File: config.mk
export PLATFORM = sky130hd
export DESIGN_NAME = vec_lane_alu
export DESIGN_NICKNAME = d
export VERILOG_FILES = /design/src/rtl/valu_pkg.sv /design/src/rtl/vec_regfile.sv /design/src/rtl/lane_addsub.sv /design/src/rtl/lane_minmax.sv /design/src/rtl/vec_lane_alu.sv
export SDC_FILE = /design/constraint.sdc
export NUM_CORES = 2
export LEC_CHECK = 0
export ABC_AREA = 0
export BUFFER_PORTS_ARGS = -buffer_cell sky130_fd_sc_hd__buf_2
export CAP_MARGIN = 20
export CORE_ASPECT_RATIO = 0.7
export CORE_MARGIN = 2
export CORE_UTILIZATION = 40
export DETAILED_ROUTE_END_ITERATION = 8
export SLEW_MARGIN = 20
export SYNTH_ARGS = -nofsm -noshare
export SYNTH_HDL_FRONTEND = slang
export SYNTH_SLANG_ARGS = --single-unit
File: constraint.sdc
create_clock -name clk -period 35.2 [get_ports clk]
set_clock_uncertainty 0.1 [all_clocks]
set_input_delay 1.76 -clock clk [delete_from_list [all_inputs] [get_ports clk]]
set_output_delay 1.76 -clock clk [all_outputs]
set_load 0.005 [all_outputs]
File: src/rtl/valu_pkg.sv
package valu_pkg;
  localparam int OPW   = 3;
  localparam int LSELW = 3;

  typedef enum logic [OPW-1:0] {
    OP_ADD = 3'd0,
    OP_SUB = 3'd1,
    OP_MAX = 3'd2,
    OP_MIN = 3'd3
  } vop_e;

  localparam logic [LSELW-1:0] LANE_CODES = 3'd5;
endpackage

File: src/rtl/vec_regfile.sv
module vec_regfile #(
  parameter int W     = 128,
  parameter int DEPTH = 8,
  localparam int AW   = $clog2(DEPTH)
) (
  input  logic          clk,
  input  logic          rst,
  input  logic          we,
  input  logic [AW-1:0] wa,
  input  logic [W-1:0]  wd,
  input  logic [AW-1:0] sa,
  input  logic [AW-1:0] sb,
  output logic [W-1:0]  da,
  output logic [W-1:0]  db,
  input  logic [AW-1:0] ra,
  output logic [W-1:0]  rd
);
  logic [W-1:0] mem [DEPTH];

  always_ff @(posedge clk) begin
    if (we) mem[wa] <= wd;
  end

  assign da = mem[sa];
  assign db = mem[sb];

  always_ff @(posedge clk) begin
    if (rst) rd <= '0;
    else     rd <= mem[ra];
  end

  logic [W-1:0] cur_at_ra;
  assign cur_at_ra = mem[ra];

  // read sampled at a write edge to the same index shows the old contents
  a_r7_read_old: assert property (@(posedge clk) disable iff (rst)
    (we && wa == ra) |=> rd == $past(cur_at_ra));

  // read data is zero while reset is applied
  a_r1_reset_zero: assert property (@(posedge clk)
    rst |=> (rd == '0) || !$past(rst));
endmodule

File: src/rtl/lane_addsub.sv
module lane_addsub #(
  parameter int VEC_W  = 128,
  parameter int BYTE_W = 8,
  localparam int NB    = VEC_W / BYTE_W
) (
  input  logic [VEC_W-1:0] a,
  input  logic [VEC_W-1:0] b,
  input  logic             sub,
  input  logic [2:0]       lane,
  output logic [VEC_W-1:0] y
);
  logic [VEC_W-1:0] bx;
  assign bx = sub ? ~b : b;

  always_comb begin
    logic          c;
    logic [BYTE_W:0] t;
    int lmask;
    lmask = (1 << lane) - 1;
    c = sub;
    y = '0;
    for (int i = 0; i < NB; i++) begin
      if ((i & lmask) == 0) c = sub;
      t = {1'b0, a[i*BYTE_W +: BYTE_W]} + {1'b0, bx[i*BYTE_W +: BYTE_W]}
          + {{BYTE_W{1'b0}}, c};
      y[i*BYTE_W +: BYTE_W] = t[BYTE_W-1:0];
      c = t[BYTE_W];
    end
  end
endmodule

File: src/rtl/lane_minmax.sv
module lane_minmax #(
  parameter int VEC_W  = 128,
  parameter int BYTE_W = 8,
  localparam int NB    = VEC_W / BYTE_W,
  localparam int NLW   = $clog2(NB) + 1
) (
  input  logic [VEC_W-1:0] a,
  input  logic [VEC_W-1:0] b,
  input  logic             want_max,
  input  logic             sgn,
  input  logic [2:0]       lane,
  output logic [VEC_W-1:0] y
);
  logic [VEC_W-1:0] by_w [NLW];

  for (genvar k = 0; k < NLW; k++) begin : g_w
    localparam int LW = BYTE_W << k;
    localparam int NL = VEC_W / LW;
    for (genvar l = 0; l < NL; l++) begin : g_l
      logic [LW-1:0] la, lb;
      logic          a_lt;
      assign la = a[l*LW +: LW];
      assign lb = b[l*LW +: LW];
      assign a_lt = sgn ? ($signed(la) < $signed(lb)) : (la < lb);
      assign by_w[k][l*LW +: LW] = (a_lt == want_max) ? lb : la;
    end
  end

  always_comb begin
    y = by_w[0];
    for (int k = 0; k < NLW; k++) begin
      if (int'(lane) == k) y = by_w[k];
    end
  end
endmodule

File: src/rtl/vec_lane_alu.sv
module vec_lane_alu
  import valu_pkg::*;
#(
  parameter int VEC_W  = 128,
  parameter int BYTE_W = 8,
  parameter int NREG   = 8,
  localparam int AW    = $clog2(NREG)
) (
  input  logic             clk,
  input  logic             rst,
  input  logic             op_valid,
  input  logic [2:0]       op_code,
  input  logic [2:0]       op_lane,
  input  logic             op_signed,
  input  logic [AW-1:0]    op_src_a,
  input  logic [AW-1:0]    op_src_b,
  input  logic [AW-1:0]    op_dst,
  input  logic             ld_en,
  input  logic [AW-1:0]    ld_idx,
  input  logic [VEC_W-1:0] ld_data,
  input  logic [AW-1:0]    rd_idx,
  output logic [VEC_W-1:0] rd_data
);
  logic [VEC_W-1:0] src_a, src_b, sum_y, mm_y, alu_res, rf_wd;
  logic [AW-1:0]    rf_wa;
  logic             op_legal, op_fire, rf_we, is_arith;

  assign op_legal = (op_code <= 3'(OP_MIN)) && (op_lane < LANE_CODES);
  assign op_fire  = op_valid && op_legal;
  assign is_arith = (op_code == 3'(OP_ADD)) || (op_code == 3'(OP_SUB));

  lane_addsub #(.VEC_W(VEC_W), .BYTE_W(BYTE_W)) u_add (
    .a(src_a), .b(src_b), .sub(op_code == 3'(OP_SUB)), .lane(op_lane), .y(sum_y)
  );

  lane_minmax #(.VEC_W(VEC_W), .BYTE_W(BYTE_W)) u_mm (
    .a(src_a), .b(src_b), .want_max(op_code == 3'(OP_MAX)), .sgn(op_signed),
    .lane(op_lane), .y(mm_y)
  );

  assign alu_res = is_arith ? sum_y : mm_y;

  // operation has priority over the load port
  assign rf_we = op_fire || ld_en;
  assign rf_wa = op_fire ? op_dst : ld_idx;
  assign rf_wd = op_fire ? alu_res : ld_data;

  vec_regfile #(.W(VEC_W), .DEPTH(NREG)) u_rf (
    .clk(clk), .rst(rst), .we(rf_we), .wa(rf_wa), .wd(rf_wd),
    .sa(op_src_a), .sb(op_src_b), .da(src_a), .db(src_b),
    .ra(rd_idx), .rd(rd_data)
  );

  a_r2_add_identity: assert property (@(posedge clk) disable iff (rst)
    (op_fire && op_code == 3'(OP_ADD) && src_b == '0) |-> sum_y == src_a);

  a_r3_sub_self_zero: assert property (@(posedge clk) disable iff (rst)
    (op_fire && op_code == 3'(OP_SUB) && src_a == src_b) |-> sum_y == '0);

  a_r4_minmax_pick: assert property (@(posedge clk) disable iff (rst)
    (op_fire && !is_arith && op_lane == 3'd4) |-> (mm_y == src_a || mm_y == src_b));

  a_r8_illegal_no_write: assert property (@(posedge clk) disable iff (rst)
    (op_valid && !op_legal && !ld_en) |-> !rf_we);

  a_r9_op_wins: assert property (@(posedge clk) disable iff (rst)
    (op_fire && ld_en) |-> (rf_wa == op_dst && rf_wd == alu_res));
endmodule

==> impl_results.md <==
* Post-DP Area at 76800 um2
* Clock Latency Late Sink at 0.82 ns
* Outcome: finished clean
* Initial antenna violation count at 8
* Seq cells post-synth at 1152
* Detailed-route DRC error count at 0
* Power Total at 3.96 mW
* First-pass GRT wire length at 363 mm
* Vias per cell at 6.57
* Drt first pass iters at 6
* Crit-path max cell delay at 0.54 ns
* Overall global routing resource usage at 0.273
* Initial core utilization at 0.403
* Layout cell share with drive strength beyond 1 at 0.294
* Final Net Count at 5615
* TritonCTS clock tree: done
* Top FF cell, synth: edfxtp_1
* Max-cap violations at 0
* Dpl cells at 7429
* Area of the core at 180000 um2
* CP Class: input port to flop
* Die area at 184000 um2
* Worst Tran Pin Value at 1.27 ns
* Total routed wirelength at 256 mm
* Worst-path clk slew at 0.07 ns
* Crit path top cell by count: a21o_1
* Row cnt at 130
* Setup TNS Final at 0 ns
* Placer congestion estimate at 0.915
* Final-report hold violation count at 0
* Flop-to-flop setup slack at 2.81 ns
* Max-slew violations at 0
* Via count at 50300
* Grt ovf at 0
* Hold path start: u_rf.mem[2][30]
* Die H at 360 um
* Clock buffer count from CTS at 118
* RSZ-0062 raised after global routing: false
* Async SR Flop Fraction at 0
* Chip Width at 512 um
* Post-synthesis cell count at 4974
* R2r worst-path depth at 166
* Pleak at 28.7 nW
* Crit start category: input port
* WP data required at 35.54 ns
* Final setup margin at 1.99 ns
* Fillers at 15800
* Clock Tree Buf Depth at 3
* Distinct cell type count after synthesis at 91
* Design area at 80900 um2
* Crit end category: flop
* Syn Nets at 5415
* DP Worst Slack at 1.36 ns
* Drt wl/cell at 33.5 um
* EDFF count, synth at 1024
* Minimum clock period after layout at 33.21 ns
* CP delay by family, top: adder cells
* Area taken by flip-flops and latches at 33300 um2
* Synth Warn # at 0
* Worst path slowest cell: mux4_2
* Hold depth at 3
* Setup violators final at 0
* Antenna Nets Post-Route at 0
* Hold endpoint: u_rf.rd[30]
* Hold-fix buffers, CTS at 0
* Post-Route Utilization at 0.450
* Htree depth at 3
* I/O Buffers at 281
* PwrDens at 49.0 nW/um2
* Hold WS at 0.634 ns
* Final HPWL DP at 168 mm
* Crit path max fanout at 28
* Boundary Pins at 282
* Pin count of the biggest net entering global routing at 129
* CTS Sinks at 1152
* Worst reg2reg path startpoint: u_rf.mem[7][0]
* Area occupied by multi-input gates at 37400 um2
* Final Non-Filler Cells at 7658
* Mapped cell area at 72300 um2
* Fin crit share at 0.943
* Fmax at 30.1 MHz
* Capture point of the worst reg-to-reg path: u_rf.mem[1][127]
* Area growth, synth to finish at 11.8%
* Bufs and invs on worst path at 2
* Vias in the first global route at 49100
* Root Buffer: clkbuf_16
* Hold WC Path Type: flop to flop
* Post-Syn Area per Cell at 14.5 um2
* Critical path arrival at 33.55 ns
* Worst VDD drop at 0.0433 mV
* Seq/Total Area, Yosys at 0.461
* Drt first-iter violations at 6730
* Slew margin rel. at 0.153
[cells in the mapped netlist, types with 121 or more instances]
master / number / area [um2]
mux4_2: 768 / 17300
o21ai_0: 158 / 791
inv_1: 151 / 567
a21oi_1: 223 / 1120
edfxtp_1: 1024 / 30700
xnor2_1: 197 / 1730
mux2_2: 121 / 1360
mux2i_1: 366 / 3660
clkbuf_1: 196 / 736
nand2_1: 172 / 646
ha_1: 256 / 3200
nor2_1: 244 / 916
dfxtp_1: 128 / 2560
[registers in the layout, summed over array words and instances (netlist names)]
register	flops
u_rf.mem	1024
u_rf.rd	128
[how the worst max path moves through the flow]
stage,from,slack [ns],to,cells after the start
after floorplan,op_src_b[0],4.94,u_rf.mem[0][126],172
after global placement,op_src_b[1],1.50,u_rf.mem[5][126],168
after detailed placement,op_src_b[0],1.36,u_rf.mem[0][127],164
after CTS,op_src_b[0],2.02,u_rf.mem[3][127],164
after global routing,op_src_b[0],0.02,u_rf.mem[1][127],168
final,op_src_b[0],1.99,u_rf.mem[1][127],168
[logic make-up after synthesis]
logic type      after synthesis  share of synthesized area
mux                        1255                      0.309
flops                      1152                      0.461
compound gates              784                     0.0716
simple gates                773                     0.0519
buf+inv                     482                     0.0253
fa+ha+maj                   287                     0.0529
xor+xnor                    241                     0.0292
[what timing repair did]
action	4_1_cts	5_1_grt
hold endpoints to repair	0	0
endpoints found under the setup margin	0	32
resized for setup	0	4
setup buffers	0	0
[power by group]
| group | leakage [nW] | internal (mW) | switching [mW] |
|---|---|---|---|
| clock network | 1.96 | 0.738 | 0.591 |
| logic | 16.3 | 0.400 | 0.635 |
| registers | 10.4 | 1.57 | 0.0265 |
| total | 28.7 | 2.71 | 1.25 |
[final cells by class]
| cell class | instances | area share |
|---|---|---|
| multi-input combinational | 3340 | 0.462 |
| inverter | 153 | 0.00710 |
| clock buffer | 154 | 0.0401 |
| clock inverter | 69 | 0.00982 |
| timing repair buffer | 409 | 0.0322 |
| sequential | 1152 | 0.412 |
| antenna | 5 | 0.000155 |
| tap | 2376 | 0.0367 |
[layout by cell type, fill, tap and decap left out, types with 150 or more instances in the layout]
cell type | synthesis | layout
edfxtp_1 | 1024 | 1024
buf_2 | 13 | 271
a21oi_1 | 223 | 222
mux2i_1 | 366 | 366
ha_1 | 256 | 256
inv_1 | 151 | 150
nor2_1 | 244 | 228
xnor2_1 | 197 | 197
mux4_2 | 768 | 768
nand2_1 | 172 | 169
o21ai_0 | 158 | 157
[tightest hold or removal path: stages, from the launching register on]
cell	delay [ns]
edfxtp_1	0.35
mux4_2	0.23
mux2i_1	0.06
nor2_1	0.08
[layer usage]
metal  vias up  wire [um]  global-route usage  part of all wire
met5         -         48                   0           0.00019
met4         6      10900               0.108             0.042
met3       528      30200              0.0714              0.12
met2      3287     114000               0.414              0.45
met1     25900     101000               0.374              0.39
li1      20600          -                   -                 -
Power figures use the tool's default switching activity.
